===== config.mk =====
export PLATFORM = sky130hd
export DESIGN_NAME = thermDutyMon
export DESIGN_NICKNAME = d
export VERILOG_FILES = /design/src/rtl/thermDutyPkg.sv /design/src/rtl/thermDutyDatapath.sv /design/src/rtl/thermDutyControl.sv /design/src/rtl/thermDutyMon.sv
export SDC_FILE = /design/constraint.sdc
export NUM_CORES = 1
export LEC_CHECK = 0
export BUFFER_PORTS_ARGS = -buffer_cell sky130_fd_sc_hd__clkbuf_2
export CAP_MARGIN = 25
export CORE_ASPECT_RATIO = 0.75
export CORE_MARGIN = 8
export CORE_UTILIZATION = 69
export CTS_CLUSTER_SIZE = 16
export DETAILED_ROUTE_END_ITERATION = 10
export HOLD_SLACK_MARGIN = 0.15
export PLACE_DENSITY = 0.93
export SLEW_MARGIN = 20
export SYNTH_ARGS = -nofsm -noshare
export SYNTH_HDL_FRONTEND = slang
export SYNTH_HIERARCHICAL = 1
export SYNTH_SLANG_ARGS = --single-unit

===== constraint.sdc =====
create_clock -name clk -period 5.9 [get_ports clk]
set_clock_uncertainty 0.2 [all_clocks]
set_input_delay 0.295 -clock clk [delete_from_list [all_inputs] [get_ports clk]]
set_output_delay 0.295 -clock clk [all_outputs]
set_load 0.01 [all_outputs]

===== src/rtl/thermDutyPkg.sv =====
package thermDutyPkg;

  typedef struct packed {
    logic tickNow;  // timebase tick seen this cycle
    logic winEnd;   // this tick closes the current window
  } ctrlStrobe_t;

  // Power-of-two multiplier of the quarter unit for a window code.
  function automatic logic [2:0] winShift(input logic [2:0] sel);
    return (sel > 3'd5) ? 3'd5 : sel;
  endfunction

endpackage


===== src/rtl/thermDutyDatapath.sv =====
module thermDutyDatapath
  import thermDutyPkg::*;
#(
  parameter int WIN_W = 8
) (
  input  logic             clk,
  input  logic             rstN,
  input  ctrlStrobe_t      strb,
  input  logic             thermInN,
  input  logic [WIN_W-1:0] winLen,
  input  logic [7:0]       pctLimit,
  input  logic             localOver,
  input  logic             remoteOver,
  input  logic [1:0]       thermEvtEn,
  output logic             thermActive,
  output logic             overLimit,
  output logic             driveActive
);

  localparam int PROD_W = WIN_W + 8;

  logic             syncA, syncB;
  logic             driveDlyA, driveDlyB;
  logic [WIN_W-1:0] onCnt;
  logic [WIN_W-1:0] onNext;
  logic [PROD_W-1:0] onScaled;
  logic [PROD_W-1:0] limScaled;

  always_ff @(posedge clk or negedge rstN) begin
    if (!rstN) begin
      syncA <= 1'b1;
      syncB <= 1'b1;
    end else begin
      syncA <= thermInN;
      syncB <= syncA;
    end
  end

  // Own drive, delayed to line up with the synchronizer stages.
  always_ff @(posedge clk or negedge rstN) begin
    if (!rstN) begin
      driveActive <= 1'b0;
      driveDlyA   <= 1'b0;
      driveDlyB   <= 1'b0;
    end else begin
      driveActive <= (localOver & thermEvtEn[0]) | (remoteOver & thermEvtEn[1]);
      driveDlyA   <= driveActive;
      driveDlyB   <= driveDlyA;
    end
  end

  assign thermActive = ~syncB & ~driveDlyB & ~driveDlyA & ~driveActive;

  assign onNext = onCnt + WIN_W'(strb.tickNow & thermActive);

  always_ff @(posedge clk or negedge rstN) begin
    if (!rstN) begin
      onCnt <= '0;
    end else if (strb.winEnd) begin
      onCnt <= '0;
    end else begin
      onCnt <= onNext;
    end
  end

  assign onScaled  = {onNext, 8'd0};
  assign limScaled = PROD_W'(pctLimit) * PROD_W'(winLen);
  assign overLimit = onScaled > limScaled;

endmodule


===== src/rtl/thermDutyControl.sv =====
module thermDutyControl
  import thermDutyPkg::*;
#(
  parameter int WIN_W = 8
) (
  input  logic             clk,
  input  logic             rstN,
  input  logic             tick,
  input  logic [WIN_W-1:0] winLen,
  input  logic [7:0]       pctLimit,
  input  logic             statusClr,
  input  logic             thermActive,
  input  logic             overLimit,
  output ctrlStrobe_t      strb,
  output logic             thermFlag
);

  logic [WIN_W-1:0] winCnt;
  logic [WIN_W-1:0] winCntNext;
  logic             lastTick;
  logic             limZero, limFull;
  logic             setFlag;

  assign winCntNext   = winCnt + WIN_W'(1);
  assign lastTick     = winCntNext >= winLen;
  assign strb.tickNow = tick;
  assign strb.winEnd  = tick & lastTick;

  always_ff @(posedge clk or negedge rstN) begin
    if (!rstN) begin
      winCnt <= '0;
    end else if (tick) begin
      winCnt <= lastTick ? '0 : winCntNext;
    end
  end

  assign limZero = pctLimit == 8'h00;
  assign limFull = pctLimit == 8'hFF;
  assign setFlag = (limZero & thermActive) |
                   (~limZero & ~limFull & strb.winEnd & overLimit);

  always_ff @(posedge clk or negedge rstN) begin
    if (!rstN) begin
      thermFlag <= 1'b0;
    end else if (setFlag) begin
      thermFlag <= 1'b1;
    end else if (statusClr) begin
      thermFlag <= 1'b0;
    end
  end

endmodule


===== src/rtl/thermDutyMon.sv =====
module thermDutyMon
  import thermDutyPkg::*;
#(
  parameter int TICKS_PER_QTR = 250
) (
  input  logic       clk,
  input  logic       rstN,
  input  logic       tick,
  input  logic       thermInN,
  input  logic [2:0] windowSel,
  input  logic [7:0] pctLimit,
  input  logic       alertMask,
  input  logic       statusClr,
  input  logic       localOver,
  input  logic       remoteOver,
  input  logic [1:0] thermEvtEn,
  output logic       thermDriveN,
  output logic [7:0] statusReg,
  output logic       alertN
);

  localparam int WIN_MAX = TICKS_PER_QTR * 32;
  localparam int WIN_W   = $clog2(WIN_MAX + 1);
  localparam logic [WIN_W-1:0] QTR = WIN_W'(TICKS_PER_QTR);

  ctrlStrobe_t      strb;
  logic [WIN_W-1:0] winLen;
  logic             thermActive, overLimit, driveActive, thermFlag;

  assign winLen = QTR << winShift(windowSel);

  thermDutyControl #(.WIN_W(WIN_W)) u_ctrl (
    .clk(clk), .rstN(rstN), .tick(tick), .winLen(winLen),
    .pctLimit(pctLimit), .statusClr(statusClr), .thermActive(thermActive),
    .overLimit(overLimit), .strb(strb), .thermFlag(thermFlag)
  );

  thermDutyDatapath #(.WIN_W(WIN_W)) u_dp (
    .clk(clk), .rstN(rstN), .strb(strb), .thermInN(thermInN),
    .winLen(winLen), .pctLimit(pctLimit), .localOver(localOver),
    .remoteOver(remoteOver), .thermEvtEn(thermEvtEn),
    .thermActive(thermActive), .overLimit(overLimit), .driveActive(driveActive)
  );

  assign thermDriveN = ~driveActive;
  assign statusReg   = {3'b000, thermFlag, 4'b0000};
  assign alertN      = ~(thermFlag & ~alertMask);

endmodule


==> out/metrics.yaml <==
run_status:
  violations: "setup timing"
  status: "finished with violations"
global_route:
  track_usage_pct: 26.3
  grt_max_degree: 33
  antenna_found_initial: 0
  grt-ovfl-total: 0
  grt_pass1_vias: 5394
  grt_pass1_wl_mm: 24.9
placement:
  hpwl_mm: 11.8
  io_buffers: 23
  gp_congestion: 0.961
timing:
  tightest_slew_ps: 846
  min_period_over_period_pct: 102
  whs_ps: 153
  worst_slack_ps: -94.0
  max_freq_mhz: 167
  setup_viol: 1
  fin_crit_ps: 5990
  hold_viol_final: 0
  slew_viol_final: 0
  slew_headroom_pct: 43.4
clock_network:
  cts_tree: "yes"
  cts_sinks: 32
  clkLatencyLatePin_ps: 280
  cts_buffers: 5
  path_clk_slew_ps: 50
  cts_root_buf: "clkbuf_16"
  htreeDepth: 2
  clockBufferDepth: 2
run:
  cap_violations: 0
finish:
  areaGrowthSynthToFinish_pct: 18.4
  layout-drive-gt1-share_pct: 20.6
  fin_nets: 903
  diodes: 0
setup_path:
  rrSetupSlack_ps: 1660
  setup.worst_path.class: "input port to register"
  crit_fanout: 7
  r2r-start: "u_ctrl/winCnt[2]"
  reg2reg_depth: 11
  crit_required_ps: 5900
  critical_path.reg2reg.endpoint: "u_dp/onCnt[12]"
  cp-start-kind: "input port"
  end_kind: "register"
  worstPathArrival_ps: 5990
route:
  vias: 5733
  first_pass_iters: 6
  drt_wl_total_mm: 18.7
  drt_iter0_drc: 685
  drc: 0
  wl_per_cell_um: 21.9
  antenna_left: 0
  via_per_inst: 6.71
power_and_ir_drop:
  peakVddDrop_mv: 0.487
  p_leak_uw: 0.00356
  cellPowerDensity_mw_per_mm2: 498
  total_power_uw: 3480
yosys:
  seq_area_frac_synth_pct: 13.6
  synth_cell_types: 65
  synthTopCellsByArea: "fa_1 22%, ha_1 15%, dfrtp_1 13%"
  yosysTopAreaCell: "fa_1"
  synth_ff_type: "dfrtp_1"
  yosys_warnings: 6
  syn_area_per_cell_um2: 8.75
  synth-edff-count: 0
  ys_ff_latch: 32
  yosysTopAreaCellShare_pct: 22.4
  async_reset_ff_share_pct: 100
  syn_area_mm2: 0.00589
  syn_inst: 674
min_path:
  hold_depth: 0
  hold_path_class: "register to register"
  min_from: "u_dp/syncA"
  hold_end: "u_dp/syncB"
die:
  die_w_um: 123
  core_mm2: 0.00838
  dieArea_mm2: 0.0118
  initial_core_util_pct: 70.3
  die_h_um: 96.0
  rows: 29
  top_level_ports: 31
[worst max-delay path by stage]
| stage | startpoint | endpoint | slack, ps | depth (start not counted) |
|---|---|---|---|---|
| after floorplan | windowSel[1] | u_ctrl/thermFlag | 30 | 24 |
| after global placement | windowSel[0] | u_ctrl/thermFlag | -120 | 27 |
| after detailed placement | windowSel[0] | u_ctrl/thermFlag | -430 | 25 |
| after CTS | windowSel[0] | u_ctrl/thermFlag | 2 | 25 |
| after global routing | windowSel[0] | u_ctrl/thermFlag | -180 | 26 |
| final | windowSel[0] | u_ctrl/thermFlag | -90 | 24 |
[registers in the layout, summed over array words and instances, names as in the netlist]
| name | flops |
|---|---|
| u_dp/syncB | 1 |
| u_dp/driveActive | 1 |
| u_dp/onCnt | 13 |
| u_dp/driveDlyA | 1 |
| u_ctrl/thermFlag | 1 |
| u_dp/syncA | 1 |
| u_ctrl/winCnt | 13 |
| u_dp/driveDlyB | 1 |
[synth_stat cells (all sizes together) (3+ instances only)]
| cell | count |
|---|---|
| nor3 | 5 |
| nand2 | 55 |
| inv | 113 |
| a31oi | 5 |
| o2bb2ai | 4 |
| o21ai | 15 |
| xnor2 | 20 |
| and2 | 88 |
| o22ai | 5 |
| a31o | 6 |
| nor2b | 18 |
| a21o | 8 |
| a21oi | 26 |
| and3 | 3 |
| ha | 70 |
| o21bai | 3 |
| a221oi | 5 |
| fa | 66 |
| or3 | 3 |
| nor2 | 15 |
| clkbuf | 13 |
| o211ai | 3 |
| nand4 | 12 |
| nand3 | 15 |
| and4 | 6 |
| nand2b | 7 |
| dfrtp | 30 |
| a211o | 3 |
| buf | 13 |
| xor2 | 13 |
| nor4 | 3 |
[per-layer routing]
layer  share of wire (%)  GRT usage [%]  wire length (µm)  up-vias
li1                    -              -                 -     2331
met5                   0              0                 0        -
met3                  12           5.22              2220      176
met1                  35           33.3              6580     2693
met4                 6.5           10.0              1220        0
met2                  46           44.0              8700      533
[layout by cell type (no fill, tap or decap), types with 3 or more instances in the layout]
cell type	Yosys	layout
a211o_1	3	3
nand2_2	0	5
nand2_1	55	50
a221oi_2	1	5
ha_1	70	61
o21ai_2	1	5
buf_4	9	48
and3_1	3	3
inv_2	1	5
ha_4	0	7
and2_1	88	86
nor4_1	3	3
xnor2_1	20	20
xor2_1	12	12
o22ai_1	5	3
and4_1	5	4
dlygate4sd3_1	0	4
a31oi_1	5	4
dfrtp_1	30	30
clkbuf_2	0	22
clkbuf_16	0	5
nand2b_1	7	7
a31o_1	6	6
a21oi_2	1	8
nand4_1	10	10
a21oi_4	0	3
a21o_1	8	7
conb_1	1	16
nor2_1	15	11
o211ai_1	3	3
inv_1	112	108
fa_1	66	66
o21ai_0	9	4
nand3_1	15	14
o21ai_1	5	5
nor3_2	1	3
o2bb2ai_1	4	4
nor2b_1	18	17
a21oi_1	25	15
[logic make-up after synthesis]
group                    Yosys count  synth area share (%)
flip-flops                        32                  13.6
XOR/XNOR                          33                  5.03
buffers and inverters            139                  9.62
AO/OA/AOI/OAI                     96                  11.7
adder cells (fa/ha/maj)          136                  37.3
other                              1                0.0636
multiplexers                       1                 0.170
AND/OR/NAND/NOR                  236                  22.6
[power breakdown]
group | internal (µW) | total (µW) | switching (µW)
registers | 252 | 304 | 52.6
logic | 1260 | 2910 | 1650
clock network | 166 | 259 | 92.5
[critical path, cell delays in order]
cell,delay (ps)
buf_4,170
o21ai_4,190
inv_2,80
a21oi_4,230
buf_4,160
and2_1,150
fa_1,460
fa_1,540
fa_1,570
inv_1,80
fa_1,570
inv_1,60
ha_2,230
a2111o_1,450
o22ai_4,200
o221ai_2,140
xnor2_1,140
ha_1,300
nand4_1,150
buf_4,180
o211ai_1,190
o31a_1,190
o2111ai_1,110
o21ai_1,180
[area by class of cell]
type | count | area (µm²)
Clock buffer | 6 | 139
Clock inverter | 2 | 10.0
Fill cell | 422 | 1410
Inverter | 113 | 424
Multi-Input combinational cell | 518 | 4920
Sequential cell | 32 | 803
Tap cell | 108 | 135
Timing Repair Buffer | 76 | 542
[through the flow]
| step | worst slack (ps) | utilization, % | std cells | instance area [µm²] | setup TNS [ps] |
|---|---|---|---|---|---|
| after floorplan | 25.1 | - | 689 | 5950 | 0 |
| after global placement | -124 | 76.2 | 836 | 6390 | -124 |
| after detailed placement | -432 | 76.2 | 836 | 6390 | -432 |
| after CTS | 2.45 | 78.7 | 848 | 6590 | 0 |
| after global routing | -183 | 83.2 | 855 | 6980 | -183 |
| final | -94.0 | 83.2 | 855 | 6980 | -94.0 |
[timing repair]
action	in CTS	in global routing
resized for setup	2	76
setup buffers	0	7
endpoints found under the setup margin	1	1
hold buffers	4	0
endpoints found under the hold margin	32	0
pin swaps	0	47
(Power assumes the default switching activity.)
